[config.mk]
export PLATFORM = sky130hd
export DESIGN_NAME = irq_tree_ctrl
export DESIGN_NICKNAME = d
export VERILOG_FILES = /design/src/rtl/irq_tree_pkg.sv /design/src/rtl/irq_src_group.sv /design/src/rtl/irq_cfg_regs.sv /design/src/rtl/irq_gate.sv /design/src/rtl/irq_tree_ctrl.sv
export SDC_FILE = /design/constraint.sdc
export NUM_CORES = 1
export LEC_CHECK = 0
export ABC_AREA = 1
export CORE_ASPECT_RATIO = 0.5
export CORE_MARGIN = 3
export CORE_UTILIZATION = 34
export DETAILED_ROUTE_END_ITERATION = 8
export PLACE_DENSITY = 0.86
export SYNTH_ARGS = -nofsm -noshare
export SYNTH_HDL_FRONTEND = slang
export SYNTH_SLANG_ARGS = --single-unit
export TNS_END_PERCENT = 50
[constraint.sdc]
create_clock -name clk -period 1.09 [get_ports clk]
set_input_delay 0.1635 -clock clk [delete_from_list [all_inputs] [get_ports clk]]
set_output_delay 0.1635 -clock clk [all_outputs]
set_load 0.05 [all_outputs]
[src/rtl/irq_tree_pkg.sv]
package irq_tree_pkg;
  typedef enum logic [1:0] {
    ADDR_MASK = 2'd0,
    ADDR_CTRL = 2'd1,
    ADDR_VEC  = 2'd2
  } cfg_addr_e;

  localparam int CTRL_GE_BIT  = 0;
  localparam int CTRL_INS_BIT = 1;
endpackage

[src/rtl/irq_src_group.sv]
module irq_src_group #(
  parameter int SRC_W = 8
) (
  input  logic [SRC_W-1:0] flag,
  input  logic [SRC_W-1:0] en,
  output logic             pend
);
  function automatic logic qualify(input logic [SRC_W-1:0] f, input logic [SRC_W-1:0] e);
    return |(f & e);
  endfunction

  assign pend = qualify(flag, en);
endmodule

[src/rtl/irq_cfg_regs.sv]
module irq_cfg_regs
  import irq_tree_pkg::*;
#(
  parameter int IDW = 4,
  parameter int DW = 16,
  parameter logic [DW-1:0] VEC_RST = '0
) (
  input  logic           clk,
  input  logic           rst_n,
  input  logic           cfg_we,
  input  logic [1:0]     cfg_addr,
  input  logic [DW-1:0]  cfg_wdata,
  input  logic           take_ok,
  input  logic           reti,
  output logic [IDW-1:0] mask_q,
  output logic           glob_en,
  output logic           in_serv,
  output logic [DW-1:0]  vec_addr
);
  logic wr_mask, wr_ctrl, wr_vec;
  assign wr_mask = cfg_we && (cfg_addr == ADDR_MASK);
  assign wr_ctrl = cfg_we && (cfg_addr == ADDR_CTRL);
  assign wr_vec  = cfg_we && (cfg_addr == ADDR_VEC);

  always_ff @(posedge clk or negedge rst_n) begin
    if (!rst_n) begin
      mask_q   <= '0;
      glob_en  <= 1'b0;
      in_serv  <= 1'b0;
      vec_addr <= VEC_RST;
    end else begin
      if (wr_mask) mask_q <= cfg_wdata[IDW-1:0];
      if (wr_vec) vec_addr <= cfg_wdata;
      if (wr_ctrl) glob_en <= cfg_wdata[CTRL_GE_BIT];
      if (take_ok)
        in_serv <= 1'b1;
      else if (reti)
        in_serv <= 1'b0;
      else if (wr_ctrl)
        in_serv <= cfg_wdata[CTRL_INS_BIT];
    end
  end


  ins_set_chk: assert property (@(posedge clk) disable iff (!rst_n)
    take_ok |=> in_serv);

  reti_clr_chk: assert property (@(posedge clk) disable iff (!rst_n)
    (reti && !take_ok) |=> !in_serv);

  ins_hold_chk: assert property (@(posedge clk) disable iff (!rst_n)
    (!take_ok && !reti && !wr_ctrl) |=> $stable(in_serv));
endmodule

[src/rtl/irq_gate.sv]
module irq_gate #(
  parameter int IDW = 4
) (
  input  logic           clk,
  input  logic           rst_n,
  input  logic [IDW-1:0] id_vec,
  input  logic [IDW-1:0] mask_q,
  input  logic           glob_en,
  input  logic           in_serv,
  input  logic           take_ok,
  output logic           irq_req
);
  function automatic logic gate_fn(input logic [IDW-1:0] id, input logic [IDW-1:0] m,
                                   input logic ge, input logic ins);
    return ge && !ins && (|(id & m));
  endfunction

  logic req_cond;
  assign req_cond = gate_fn(id_vec, mask_q, glob_en, in_serv);

  always_ff @(posedge clk or negedge rst_n) begin
    if (!rst_n) irq_req <= 1'b0;
    else        irq_req <= req_cond && !take_ok;
  end


  req_drop_chk: assert property (@(posedge clk) disable iff (!rst_n)
    take_ok |=> !irq_req);

  req_ge_chk: assert property (@(posedge clk) disable iff (!rst_n)
    !glob_en |=> !irq_req);

  req_src_chk: assert property (@(posedge clk) disable iff (!rst_n)
    (!(|(id_vec & mask_q)) || in_serv) |=> !irq_req);
endmodule

[src/rtl/irq_tree_ctrl.sv]
module irq_tree_ctrl #(
  parameter int NUM_GRP = 3,
  parameter int SRC_W = 8,
  parameter int SYS_W = 2,
  parameter int DW = 16,
  parameter logic [DW-1:0] VEC_RST = 16'h0100
) (
  input  logic                     clk,
  input  logic                     rst_n,
  input  logic [NUM_GRP*SRC_W-1:0] grp_flag,
  input  logic [NUM_GRP*SRC_W-1:0] grp_en,
  input  logic [SYS_W-1:0]         sys_flag,
  input  logic [SYS_W-1:0]         sys_en,
  input  logic                     cfg_we,
  input  logic [1:0]               cfg_addr,
  input  logic [DW-1:0]            cfg_wdata,
  input  logic                     vec_take,
  input  logic                     reti,
  output logic                     irq_req,
  output logic [NUM_GRP:0]         irq_id,
  output logic [NUM_GRP:0]         mask_q,
  output logic                     glob_en,
  output logic                     in_serv,
  output logic [DW-1:0]            vec_addr
);
  localparam int IDW = NUM_GRP + 1;

  logic take_ok;
  assign take_ok = vec_take && irq_req;

  for (genvar g = 0; g < NUM_GRP; g++) begin : g_grp
    irq_src_group #(.SRC_W(SRC_W)) u_grp (
      .flag(grp_flag[g*SRC_W +: SRC_W]),
      .en  (grp_en[g*SRC_W +: SRC_W]),
      .pend(irq_id[g])
    );
  end

  irq_src_group #(.SRC_W(SYS_W)) u_sys (
    .flag(sys_flag),
    .en  (sys_en),
    .pend(irq_id[NUM_GRP])
  );

  irq_cfg_regs #(.IDW(IDW), .DW(DW), .VEC_RST(VEC_RST)) u_regs (
    .clk, .rst_n, .cfg_we, .cfg_addr, .cfg_wdata,
    .take_ok, .reti,
    .mask_q, .glob_en, .in_serv, .vec_addr
  );

  irq_gate #(.IDW(IDW)) u_gate (
    .clk, .rst_n,
    .id_vec(irq_id), .mask_q, .glob_en, .in_serv, .take_ok,
    .irq_req
  );


  sys_id_chk: assert property (@(posedge clk) disable iff (!rst_n)
    (sys_flag & sys_en) == '0 |-> !irq_id[NUM_GRP]);
endmodule

# Word-level counts from Yosys, hierarchy flattened
# Index checks and enable logic that the tools add are counted.
# W data, S select, Z words.
word_totals:
  wordCells: 31
  out_inout_bits: 27
  input_bits: 75
  regBits: 23
classes:
  n_eq_ne: 2
  reduce_logical: 16
  n_mux: 3
  bitwise_logic: 5
op_table:
  columns: ["operator", "count"]
  rows:
  - ["$and A8 B8 Y8", 3]
  - ["$reduce_or A8 Y1", 3]
  - ["$logic_and A1 B1 Y1", 7]
  - ["$and A4 B4 Y4", 1]
  - ["$reduce_or A4 Y1", 1]
  - ["$mux W1", 3]
  - ["$reduce_bool A3 Y1", 1]
  - ["$and A2 B2 Y2", 1]
  - ["$eq A2 B1 Y1 const B", 1]
  - ["$eq A2 B2 Y1 const B", 1]
  - ["$logic_not A1 Y1", 2]
  - ["$logic_not A2 Y1", 1]
  - ["$reduce_or A2 Y1", 1]

# Logic depth before layout (Yosys ltp)
depth:
  ltp_word: 6
  ltp_mapped: 8
  mapped_depth_nobuf: 8

# Modules after synthesis
# A second synthesis with hierarchy kept.
hier_totals:
  cells_unflattened: 155
  area_unflattened_um2: 1168.6
by_module_without_submodules:
  columns: ["module", "cells_per_inst", "area_each_um2", "seq_area_each_um2", "instances"]
  rows:
  - ["irq_cfg_regs", 94, 918.4, 551.8, 1]
  - ["irq_src_group (g_grp[0].u_grp ...)", 15, 56.3, 0.0, 3]
  - ["irq_gate", 11, 62.6, 25.0, 1]
  - ["irq_src_group (u_sys)", 3, 11.3, 0.0, 1]
  - ["irq_tree_ctrl", 2, 7.5, 0.0, 1]

# Worst setup path before layout
# Ideal clock, no wire load.
synth_timing:
  path_type: "flip-flop to flip-flop"
  start: "register u_gate.irq_req"
  end: "register u_gate.irq_req"
  stages_incl_launch_ff: 4
  t_arrival_ns: 0.869
  setup_slack_ns: 0.103
  setup_ns: 0.118
  t_required_ns: 0.972
  period_less_slack_ns: 0.987
  n_path_buf: 0
  path_cell_list: "dfrtp_1 nand2_1 nand3b_1 nor2_1"
synth_via:
  elab_chain_len: 3
synth_lines:
  columns: ["element", "line_no", "rtl"]
  rows:
  - ["start: declaration", "irq_gate.sv:11", "output logic irq_req"]
  - ["start signal: assignment", "irq_gate.sv:23", "else irq_req <= req_cond && !take_ok;"]
  - ["$logic_and A1 B1 Y1", "irq_tree_ctrl.sv:29", "assign take_ok = vec_take && irq_req;"]
  - ["$logic_not A1 Y1", "irq_gate.sv:23", null]
  - ["$logic_and A1 B1 Y1", "irq_gate.sv:23", null]
# No other way between the ends.
# A chain may end at the register's enable or synchronous reset.

# Worst setup path in the final report
layout_timing:
  start: "register u_regs.vec_addr[8]"
  end: "output port vec_addr[8]"
layout_lines:
  columns: ["element", "line_no", "rtl"]
  rows:
  - ["start: declaration", "irq_cfg_regs.sv:18", "output logic [DW-1:0] vec_addr"]
  - ["start signal: assignment", "irq_cfg_regs.sv:33", "if (wr_vec) vec_addr <= cfg_wdata;"]
  - ["end: declaration", "irq_tree_ctrl.sv:24", "output logic [DW-1:0] vec_addr"]
# No word-level cell between the ends.

==> flow_results.org <==
** Clock tree
- For this design, the sink count on the clock tree is 23.
- TritonCTS created 3 clock buffers.
- Clock tree from TritonCTS :: yes
- CTS built an H-tree with a depth of 1.
- Clock transition at the register clock pins on the worst setup and hold paths after CTS :: 0.08 ns
- CTS Buffer Depth :: 2
- Clock latency on the worst-skew pair, taken at its later pin, is 0.26 ns.
- Root Buffer :: sky130_fd_sc_hd__clkbuf_8
- Hold repair after CTS inserted 0 buffers.

** Floorplan
- Die Y :: 47.5 µm
- Core area :: 3140 µm²
- The die is 89.0 µm wide.
- Die footprint :: 4220 µm²
- IO Count :: 102
- Cell Rows :: 14
- Effective utilization at floorplan :: 0.373

** Timing
- The number of max-slew violations in the final report came to 0.
- Setup repair after global routing could not meet its margin everywhere.
- Setup violations remaining at the end of the flow were counted as 1.
- Final critical delay including setup and external delays :: 1.12 ns
- Max Freq :: 894 MHz
- Post-route clock period utilization :: 1.03
- Hold Fails Final Rpt :: 0
- Between clock sinks in the finished design, the worst skew comes to 0.000143 ns.
- For the pin with the worst max-slew slack, the measured transition is 0.278 ns.
- Post-Route Setup TNS :: -0.0288 ns
- Minimum setup slack in the final design :: -0.0288 ns
- Headroom to the max-slew limit came out at 0.814.

** Layout
- Of the cells placed in the final design, the portion with a size suffix greater than 1 is 0.261.
- Area occupied by registers :: 577 µm²
- After filler insertion, the fill cell instance count of the layout stands at 206.
- Multi-input combinational cell area :: 538 µm²
- Compared with the post-synthesis result, the final layout area differs by 123%.
- For this run, the post-layout net count is 317.
- The repair_antennas step left the layout with diodes totalling 0.
- Excluding fillers, the count of instances in the completed layout stands at 281.

** Placed design
- The congestion estimate from routability-driven global placement came to 0.702.
- Buffers added on ports :: 101
- Prior to clock tree synthesis, the placed netlist has a worst setup slack of -0.311 ns.
- The wire-length estimate of the detail-placed layout is 3.58 mm.
- Cell count after placement :: 271

** Synthesis
- Synthesis-stage register bit count :: 23
- Synthesis handed over a netlist of 129 instances.
- Cell area after synthesis :: 1170 µm²
- Seq/Total Area, Yosys :: 0.493
- Count of unique library cells instantiated by Yosys :: 14
- Count of yosys warnings during synthesis :: 0
- Synthesized area divided by synthesized cell count :: 9.07 µm²
- The number of nets in the synthesized netlist is 204.

** Critical path
- The startpoint identified for the worst register-to-register timing path is u_regs.mask_q[3].
- STA puts the critical path data required time at 0.93 ns.
- Of all nets on the critical path, the largest fanout is 2.
- Crit path kind :: reg -> out
- Depth of the most critical reg-to-reg path :: 4
- Broken down by cell family, the worst path's largest delay share belongs to flip-flops.
- Worst path bufs/invs :: 1
- Kind of end point of the critical path :: primary output
- Critical-path cell list :: buf_12
- Longest individual stage delay on the worst path :: 0.56 ns
- Critical path startpoint category :: flip-flop
- Arr. time, crit path :: 0.96 ns
- Slowest stage cell, crit path :: sky130_fd_sc_hd__dfstp_2
- Reg-to-reg endpoint :: u_gate.irq_req
- Register-to-register path setup slack :: 0.19 ns

** Pwr
- Pwr/cell area :: 1380 nW/µm²
- The analysis attributes to cell leakage a power of 0.00136 µW.
- Worst voltage drop across the vdd grid :: 1.25 mV

** Routing
- DRT iter0 DRCs :: 27
- The count of nets left with antenna violations once routing finished came out at 0.
- Summing over every cut layer, the via total after detailed routing is 1295.
- Remaining design rule violation count :: 0
- Before antenna repair, the detailed router went through 4 iterations.
- Via density per instance :: 4.61
- Summed over all layers, the routed wires come to 4.40 mm.
- Average routed wire per standard cell :: 15.6 µm

** Global routing
- Entering global routing, the biggest net connects 13 pins.
- The first global-routing pass estimated 6.40 mm of wire.
- The initial antenna violation count came to 0.
- Total congestion overflow after global routing :: 0
- For this run, the total global-route usage over all layers was measured as 0.206.
- The via count of the first global-routing pass came to 1382.

** Run
- Max-cap violations in this run came to 0.

** Status
- Outcome :: finished, violations left
- The checks that failed: setup timing.

** Worst hold path
- In this run the worst hold path is classified as in -> async.
[synth_stat cells, drive strengths merged]
cell type / instances / area share
a31oi: 1 / 0.0054
o21ai: 9 / 0.038
o31ai: 1 / 0.0064
nand2: 58 / 0.19
nand3: 3 / 0.017
nand3b: 1 / 0.0064
mux2: 12 / 0.15
dfstp: 1 / 0.022
dfrtp: 22 / 0.47
buf: 6 / 0.045
nor2: 9 / 0.029
inv: 6 / 0.019
[registers in the layout (all words and copies together), names as in the netlist]
register,count
u_regs.in_serv,1
u_regs.vec_addr,16
u_regs.mask_q,4
u_gate.irq_req,1
u_regs.glob_en,1
[worst reg2reg max path, delay by kind of cell (launching register included)]
family,cells,cell delay [ns]
flip-flops,1,0.44
AND/OR/NAND/NOR,4,0.36
[how the worst max path moves through the flow]
stage / start / end / slack, ns / depth (start not counted)
2_1_floorplan: u_gate.irq_req / u_gate.irq_req / 0.10 / 3
3_3_place_gp: cfg_addr[0] / u_regs.vec_addr[4] / -0.28 / 5
4_1_cts: u_regs.vec_addr[8] / vec_addr[8] / -0.03 / 1
3_5_place_dp: cfg_addr[0] / u_regs.vec_addr[12] / -0.31 / 5
5_1_grt: u_regs.vec_addr[8] / vec_addr[8] / -0.05 / 1
6_report: u_regs.vec_addr[8] / vec_addr[8] / -0.03 / 1
[layout by cell type (no fill, tap or decap), drive strengths merged, types with 2 or more instances in the layout]
cell type	Yosys	layout
buf	6	38
bufbuf	0	2
clkbuf	0	4
clkdlybuf4s50	0	23
dfrtp	22	22
dlygate4sd2	0	51
inv	6	6
mux2	12	12
nand2	58	58
nand3	3	3
nor2	9	9
o21ai	9	9
[power by group]
part | internal [µW] | switching (µW) | total, µW
logic | 1010 | 878 | 1890
registers | 1010 | 191 | 1200
clock network | 261 | 257 | 518
[cells by family after synthesis]
| group | count (synthesis) | synth area share |
|---|---|---|
| AOI/OAI and AO/OA | 11 | 0.0503 |
| buffers and inverters | 12 | 0.0642 |
| DFF | 23 | 0.493 |
| muxes | 12 | 0.154 |
| and+or+nand+nor | 71 | 0.239 |
[cell type report]
class,instances,share of cell area
clock buffers,4,0.0173
inverters,6,0.00863
multi-input cells,94,0.206
flip-flops and latches,23,0.221
well taps,40,0.0192
repair buffers,114,0.528
[metal layers]
layer / global-route usage / up-vias / share of wire / wire (µm)
met5: 0 / - / 0 / 0
met4: 0.0682 / 0 / 0.023 / 99
met3: 0.0619 / 10 / 0.089 / 392
met2: 0.432 / 63 / 0.54 / 2380
met1: 0.202 / 592 / 0.35 / 1530
li1: - / 630 / - / -
[metrics by stage]
stage | hold slack [ns] | total power (µW) | util | cell area [µm²]
floorplan | -0.132 | 1970 | - | 1170
global placement | 0.412 | 3060 | 0.802 | 2510
detailed placement | 0.424 | 3120 | 0.802 | 2510
CTS | 0.141 | 3610 | 0.829 | 2600
global route | 0.142 | 3740 | 0.832 | 2610
finish | 0.136 | 3600 | 0.832 | 2610
[repair_timing]
item	in CTS	in global routing
gates cloned	2	0
pin swaps	44	2
buffers inserted	4	0
resized for setup	54	4
endpoints found under the setup margin	16	6
Note: power is estimated with default switching activity, not from simulation.
